[src/rtl/hdlc_tx_pkg.sv]
package hdlc_tx_pkg;

  // Kind of byte-sized unit the datapath loads at a byte boundary
  typedef enum logic [2:0] {
    UNIT_ONES,
    UNIT_FLAG,
    UNIT_DATA,
    UNIT_FCSLO,
    UNIT_FCSHI,
    UNIT_ABORT
  } unitSel_e;

  // Strobes from control to datapath
  typedef struct packed {
    unitSel_e unitSel;
    logic     crcInit;
  } ctrlStrobe_t;

endpackage

[src/rtl/hdlc_tx_ctrl.sv]
module hdlc_tx_ctrl
  import hdlc_tx_pkg::*;
(
  input  logic        clk,
  input  logic        rst_n,
  input  logic        loadNow,
  input  logic        txEnable,
  input  logic        fillFlags,
  input  logic        fifoEmpty,
  input  logic        fifoEop,
  input  logic        fifoAbort,
  output ctrlStrobe_t strobe,
  output logic        fifoPop
);

  typedef enum logic [2:0] {
    ST_IDLE,
    ST_BODY,
    ST_FCSLO,
    ST_FCSHI,
    ST_CLOSE
  } txState_e;

  txState_e state, nextState;
  logic     dropping;
  logic     framePop;
  logic     setDrop;
  logic     canStart;
  logic     dropPop;

  assign canStart = txEnable && !dropping && !fifoEmpty;
  assign dropPop  = dropping && !fifoEmpty;
  assign fifoPop  = (loadNow && framePop) || dropPop;

  always_comb begin
    strobe.unitSel = UNIT_ONES;
    strobe.crcInit = 1'b0;
    nextState      = state;
    framePop       = 1'b0;
    setDrop        = 1'b0;
    case (state)
      ST_IDLE: begin
        if (canStart) begin
          strobe.unitSel = UNIT_FLAG;
          strobe.crcInit = 1'b1;
          nextState      = ST_BODY;
        end else if (txEnable && fillFlags) begin
          strobe.unitSel = UNIT_FLAG;
        end
      end
      ST_BODY: begin
        if (fifoEmpty) begin
          strobe.unitSel = UNIT_ABORT;
          setDrop        = 1'b1;
          nextState      = ST_IDLE;
        end else begin
          framePop = 1'b1;
          if (fifoAbort) begin
            strobe.unitSel = UNIT_ABORT;
            setDrop        = !fifoEop;
            nextState      = ST_IDLE;
          end else begin
            strobe.unitSel = UNIT_DATA;
            nextState      = fifoEop ? ST_FCSLO : ST_BODY;
          end
        end
      end
      ST_FCSLO: begin
        strobe.unitSel = UNIT_FCSLO;
        nextState      = ST_FCSHI;
      end
      ST_FCSHI: begin
        strobe.unitSel = UNIT_FCSHI;
        nextState      = ST_CLOSE;
      end
      ST_CLOSE: begin
        strobe.unitSel = UNIT_FLAG;
        strobe.crcInit = 1'b1;
        nextState      = canStart ? ST_BODY : ST_IDLE;
      end
      default: nextState = ST_IDLE;
    endcase
  end

  always_ff @(posedge clk) begin
    if (!rst_n) begin
      state    <= ST_IDLE;
      dropping <= 1'b0;
    end else begin
      if (loadNow) state <= nextState;
      if (loadNow && setDrop) dropping <= 1'b1;
      else if (dropPop && fifoEop) dropping <= 1'b0;
    end
  end

  // never consume from an empty queue
  assert_pop_has_data_R4: assert property (@(posedge clk) disable iff (!rst_n)
    fifoPop |-> !fifoEmpty);

  // discarding and framing never overlap
  assert_no_drop_in_body_R8: assert property (@(posedge clk) disable iff (!rst_n)
    !(dropping && state == ST_BODY));

  // discard ends with the end-of-packet byte
  assert_drop_stops_at_eop_R8: assert property (@(posedge clk) disable iff (!rst_n)
    (dropping && fifoPop && fifoEop) |=> !dropping);

  // a disabled idle boundary stays idle
  assert_disabled_stays_idle_R2: assert property (@(posedge clk) disable iff (!rst_n)
    (loadNow && state == ST_IDLE && !txEnable) |=> state == ST_IDLE);

endmodule

[src/rtl/hdlc_tx_dp.sv]
module hdlc_tx_dp
  import hdlc_tx_pkg::*;
#(
  parameter int DATA_W    = 8,
  parameter int CRC_W     = 2 * DATA_W,
  parameter logic [CRC_W-1:0] CRC_POLY = 16'h8408,
  parameter logic [DATA_W-1:0] FLAG_BYTE = 8'h7E,
  parameter int RUN_LIMIT = 5
) (
  input  logic              clk,
  input  logic              rst_n,
  input  logic              bitEn,
  input  ctrlStrobe_t       strobe,
  input  logic [DATA_W-1:0] dataByte,
  output logic              loadNow,
  output logic              txBit
);

  localparam int CNT_W = $clog2(DATA_W);
  localparam int RUN_W = $clog2(RUN_LIMIT + 1);

  logic [DATA_W-1:0] shReg;
  logic [CNT_W-1:0]  bitsLeft;
  logic              curStuff;
  logic [RUN_W-1:0]  onesRun;
  logic [CRC_W-1:0]  crcReg;
  logic              txBitQ;

  logic [DATA_W-1:0] unitByte;
  logic              unitStuffable;
  logic              stuffNow;
  logic              nextBit;
  logic              nextStuff;

  function automatic logic [CRC_W-1:0] crcStep(input logic [CRC_W-1:0] c,
                                               input logic [DATA_W-1:0] d);
    logic [CRC_W-1:0] r;
    r = c;
    for (int i = 0; i < DATA_W; i++) begin
      if (r[0] ^ d[i]) r = (r >> 1) ^ CRC_POLY;
      else             r = r >> 1;
    end
    return r;
  endfunction

  assign stuffNow = (onesRun == RUN_W'(RUN_LIMIT));
  assign loadNow  = bitEn && !stuffNow && (bitsLeft == '0);
  assign txBit    = txBitQ;

  always_comb begin
    unitByte      = '1;
    unitStuffable = 1'b0;
    case (strobe.unitSel)
      UNIT_FLAG:  unitByte = FLAG_BYTE;
      UNIT_DATA:  begin unitByte = dataByte;                     unitStuffable = 1'b1; end
      UNIT_FCSLO: begin unitByte = ~crcReg[DATA_W-1:0];          unitStuffable = 1'b1; end
      UNIT_FCSHI: begin unitByte = ~crcReg[CRC_W-1 -: DATA_W];   unitStuffable = 1'b1; end
      default:    unitByte = '1;
    endcase
  end

  assign nextBit   = loadNow ? unitByte[0]   : shReg[0];
  assign nextStuff = loadNow ? unitStuffable : curStuff;

  always_ff @(posedge clk) begin
    if (!rst_n) begin
      shReg    <= '0;
      bitsLeft <= '0;
      curStuff <= 1'b0;
      onesRun  <= '0;
      crcReg   <= '1;
      txBitQ   <= 1'b1;
    end else if (bitEn) begin
      if (stuffNow) begin
        txBitQ  <= 1'b0;
        onesRun <= '0;
      end else begin
        txBitQ  <= nextBit;
        onesRun <= (nextStuff && nextBit) ? onesRun + RUN_W'(1) : '0;
        if (loadNow) begin
          shReg    <= unitByte >> 1;
          bitsLeft <= CNT_W'(DATA_W - 1);
          curStuff <= unitStuffable;
          if (strobe.crcInit)                  crcReg <= '1;
          else if (strobe.unitSel == UNIT_DATA) crcReg <= crcStep(crcReg, dataByte);
        end else begin
          shReg    <= shReg >> 1;
          bitsLeft <= bitsLeft - CNT_W'(1);
        end
      end
    end
  end

  // the run of stuffable ones never exceeds the limit
  assert_run_cap_R5: assert property (@(posedge clk) disable iff (!rst_n)
    onesRun <= RUN_W'(RUN_LIMIT));

  // a full run is followed by a zero on the line
  assert_stuff_zero_R5: assert property (@(posedge clk) disable iff (!rst_n)
    (bitEn && stuffNow) |=> !txBit);

  // a flag unit starts with a zero bit on the line
  assert_flag_leads_zero_R4: assert property (@(posedge clk) disable iff (!rst_n)
    (loadNow && strobe.unitSel == UNIT_FLAG) |=> !txBit);

  // the line is static between strobes
  assert_line_static_R1: assert property (@(posedge clk) disable iff (!rst_n)
    !bitEn |=> $stable(txBit));

endmodule

[src/rtl/hdlcTxFramer.sv]
module hdlcTxFramer
  import hdlc_tx_pkg::*;
#(
  parameter int DATA_W = 8
) (
  input  logic              clk,
  input  logic              rst_n,
  input  logic              bitEn,
  input  logic              txEnable,
  input  logic              fillFlags,
  input  logic              fifoEmpty,
  input  logic [DATA_W-1:0] fifoData,
  input  logic              fifoEop,
  input  logic              fifoAbort,
  output logic              fifoPop,
  output logic              txBit
);

  ctrlStrobe_t strobe;
  logic        loadNow;

  hdlc_tx_ctrl ctrl_i (
    .clk       (clk),
    .rst_n     (rst_n),
    .loadNow   (loadNow),
    .txEnable  (txEnable),
    .fillFlags (fillFlags),
    .fifoEmpty (fifoEmpty),
    .fifoEop   (fifoEop),
    .fifoAbort (fifoAbort),
    .strobe    (strobe),
    .fifoPop   (fifoPop)
  );

  hdlc_tx_dp #(.DATA_W(DATA_W)) dp_i (
    .clk      (clk),
    .rst_n    (rst_n),
    .bitEn    (bitEn),
    .strobe   (strobe),
    .dataByte (fifoData),
    .loadNow  (loadNow),
    .txBit    (txBit)
  );

endmodule

[config.mk]
export PLATFORM = sky130hd
export DESIGN_NAME = hdlcTxFramer
export DESIGN_NICKNAME = d
export VERILOG_FILES = /design/src/rtl/hdlc_tx_pkg.sv /design/src/rtl/hdlc_tx_ctrl.sv /design/src/rtl/hdlc_tx_dp.sv /design/src/rtl/hdlcTxFramer.sv
export SDC_FILE = /design/constraint.sdc
export NUM_CORES = 1
export LEC_CHECK = 0
export ABC_CLOCK_PERIOD_IN_PS = 6700
export CORE_MARGIN = 1
export CORE_UTILIZATION = 40
export CTS_CLUSTER_DIAMETER = 120
export CTS_CLUSTER_SIZE = 40
export DETAILED_ROUTE_END_ITERATION = 10
export PLACE_DENSITY = 0.65
export SLEW_MARGIN = 0
export SYNTH_ARGS = -nofsm -noshare
export SYNTH_HDL_FRONTEND = slang
export SYNTH_HIERARCHICAL = 1
export SYNTH_SLANG_ARGS = --single-unit
[constraint.sdc]
create_clock -name clk -period 6.7 [get_ports clk]
set_clock_uncertainty 0.15 [all_clocks]
set_input_delay 2.01 -clock clk [delete_from_list [all_inputs] [get_ports clk]]
set_output_delay 2.01 -clock clk [all_outputs]
set_load 0.01 [all_outputs]
==> impl_metrics.py <==
metrics = {
    "clocking": {
        "post_cts_buffers": 0,
        "htreeDepth": 2,
        "ctsHoldBuffers": 0,
        "clk_latency_ns": 0.29,
        "clock-sinks": 35,
        "cts-buffers-inserted": 5,
        "cts_tree": "yes",
        "cts_buffer_depth": 2,
        "path_clk_slew_ns": 0.07,
        "cts-root-buf": "clkbuf_8",
        "ctsResizeCount": 0,
    },
    "floorplanning": {
        "ios": 18,
        "rows": 25,
        "fp.dieH_microns": 73.9,
        "die_w_microns": 73.9,
        "coreArea_sq_um": 4850,
        "start_util_pct": 42.7,
        "dieArea_sq_um": 5470,
    },
    "logic_synthesis": {
        "yosys-top-cells-count": "dfxtp_1 (35), nor2_1 (34), nor3_1 (27)",
        "synthTopCellsByArea": "dfxtp_1 (34%), xnor2_1 (7.2%), nor3_1 (6.5%)",
        "synth_top_area_share_pct": 33.9,
        "synth_seq_cells": 35,
        "avgSynthCellArea_sq_um": 8.15,
        "syn_inst": 254,
        "yosysSeqAreaShare_pct": 33.9,
        "synthesis.area_sq_um": 2070,
        "async_flop_share_pct": 0,
        "yosysTopAreaCell": "dfxtp_1",
        "synthFlopType": "dfxtp_1",
        "synth_edf_count": 0,
        "syn_nets": 274,
        "yosysMostFrequentCell": "dfxtp_1",
        "netlist-cell-type-count": 50,
        "ys_warn_count": 6,
    },
    "detailed_routing": {
        "ant_nets": 0,
        "num_vias": 1771,
        "route.detailed.drc": 0,
        "first_pass_iters": 4,
        "wirelength_microns": 4540,
        "avgRoutedWirePerCell_microns": 13.7,
        "vias_per_cell": 5.35,
        "drt-initial-drc-count": 151,
    },
    "placed_design": {
        "gp_congestion": 0.779,
        "dp_slack_ns": 0.728,
        "io_buffers": 17,
        "dp_hpwl_microns": 3050,
    },
    "pwr": {
        "netSwitchingFraction_pct": 29.2,
        "power_density_nw_per_um2": 217,
        "peakVddDrop_mv": 0.101,
        "pwr-share-seq_pct": 44.5,
        "p_int_w": 0.000360,
        "clkPwrFrac_pct": 33.7,
        "p_sw_w": 0.000148,
        "leakage_nw": 0.802,
        "p_comb_share_pct": 21.8,
    },
    "grt": {
        "grt_usage_pct": 18.5,
        "grt_pass1_vias": 1596,
        "antenna_found_initial": 0,
        "grt-ovfl-total": 0,
        "grt_max_degree": 24,
        "grt_pass1_wl_microns": 7720,
    },
    "worst_setup_path": {
        "end_kind": "output pin",
        "critPathLaunchType": "primary input",
        "r2r_slack_ns": 3.63,
        "crit_type": "primary input to output pin",
        "cp_max_fo": 11,
        "crit_arrival_ns": 3.82,
        "worstPathRequired_ns": 4.54,
    },
    "cells_and_area": {
        "n_antenna_cell": 0,
        "area_delta_synth_final_pct": 13.5,
        "drive_gt1_share_pct": 7.95,
        "final_nets": 283,
    },
    "sta": {
        "hold_viol_final": 0,
        "tightest_slew_ns": 0.924,
        "tns_ns": 0,
        "rsz0062_at_grt": "no",
        "fin_hold_ws_ns": 0.324,
        "setup_viol": 0,
        "relSlewSlack_pct": 38.3,
        "final-max-slew-violation-count": 0,
        "max_freq_mhz": 167,
        "period_share_pct": 89.2,
        "fin_ws_ns": 0.721,
        "post-route-min-period_ns": 5.98,
    },
    "status": {
        "status": "finished clean",
    },
    "flow_run": {
        "drv_cap": 0,
    },
    "hold_path": {
        "holdCritPathClass": "flip-flop to flip-flop",
    },
}
## final cells by class
cell class	count	area, sq um
clock buffers	8	100
repair buffers	20	193
inverters	8	30.0
flip-flops and latches	35	701
fillers	478	2500
well taps	67	83.8
multi-input cells	193	1240
## flip-flops by register name, indices dropped and copies added (netlist names)
register,cells
dp_i/crcReg,16
dp_i/curStuff,1
dp_i/shReg,7
dp_i/txBit,1
dp_i/onesRun,3
ctrl_i/state,3
ctrl_i/dropping,1
dp_i/bitsLeft,3
## kinds of logic after synthesis
kind of cell,Yosys count,synth area share [%]
DFF,35,33.9
adders and majority gates,4,2.42
AOI/OAI and AO/OA,68,23.0
xor gates and xnor gates,24,10.2
muxes,1,0.484
buffers and inverters,26,6.35
and+or+nand+nor,96,23.7
## worst max-delay path, cell delays in order
cell,delay [ns]
clkdlybuf4s50_1,0.47
a21bo_2,0.32
nor2_2,0.12
and4bb_2,0.23
nor2_1,0.05
nor2_1,0.08
clkdlybuf4s50_1,0.54
## placed cells by master, fill, tap and decap left out, types with 6 or more instances in the layout
| cell | n |
|---|---|
| a211oi_1 | 8 |
| a21oi_1 | 7 |
| a221oi_1 | 6 |
| clkbuf_8 | 7 |
| clkdlybuf4s50_1 | 17 |
| dfxtp_1 | 35 |
| inv_1 | 8 |
| nand2_1 | 10 |
| nor2_1 | 34 |
| nor3_1 | 26 |
| o21ai_0 | 23 |
| xnor2_1 | 17 |
| xor2_1 | 7 |
## worst paths after layout
| path | from | end | cells after the start |
|---|---|---|---|
| worst max-delay path | bitEn | fifoPop | 7 |
| worst min register to register | dp_i/bitsLeft[2]$_SDFFE_PN0P_ | dp_i/bitsLeft[2]$_SDFFE_PN0P_ | 1 |
| worst min-delay path | dp_i/bitsLeft[2]$_SDFFE_PN0P_ | dp_i/bitsLeft[2]$_SDFFE_PN0P_ | 1 |
| worst max register to register | ctrl_i/state[1]$_SDFFE_PN0P_ | dp_i/crcReg[11]$_SDFFE_PN1P_ | 8 |
## power by group through the flow
stage | Clock (W) | Combinational, W | Sequential [W]
after CTS | 0.000177 | 0.000111 | 0.000226
after floorplan | 0 | 0.0000830 | 0.000228
after global placement | 0 | 0.000109 | 0.000231
after detailed placement | 0 | 0.000111 | 0.000231
final | 0.000172 | 0.000111 | 0.000226
after global routing | 0.000185 | 0.000124 | 0.000228
## routing by layer
metal,up-vias,wire length [microns],GRT usage [%]
li1,917,-,-
met1,825,2440,26.6
met2,24,1940,27.4
met3,5,115,3.79
met4,0,56,6.41
met5,-,0,0
## stage by stage
stage                     instances  total power, W  instance area (sq um)  util (%)
after floorplan                 254        0.000311                   2070         -
after global placement          323        0.000340                   2250      46.4
after detailed placement        323        0.000342                   2250      46.4
after CTS                       331        0.000514                   2350      48.5
after global routing            331        0.000537                   2350      48.5
final                           331        0.000509                   2350      48.5
Note: power is estimated with default switching activity, not from simulation.
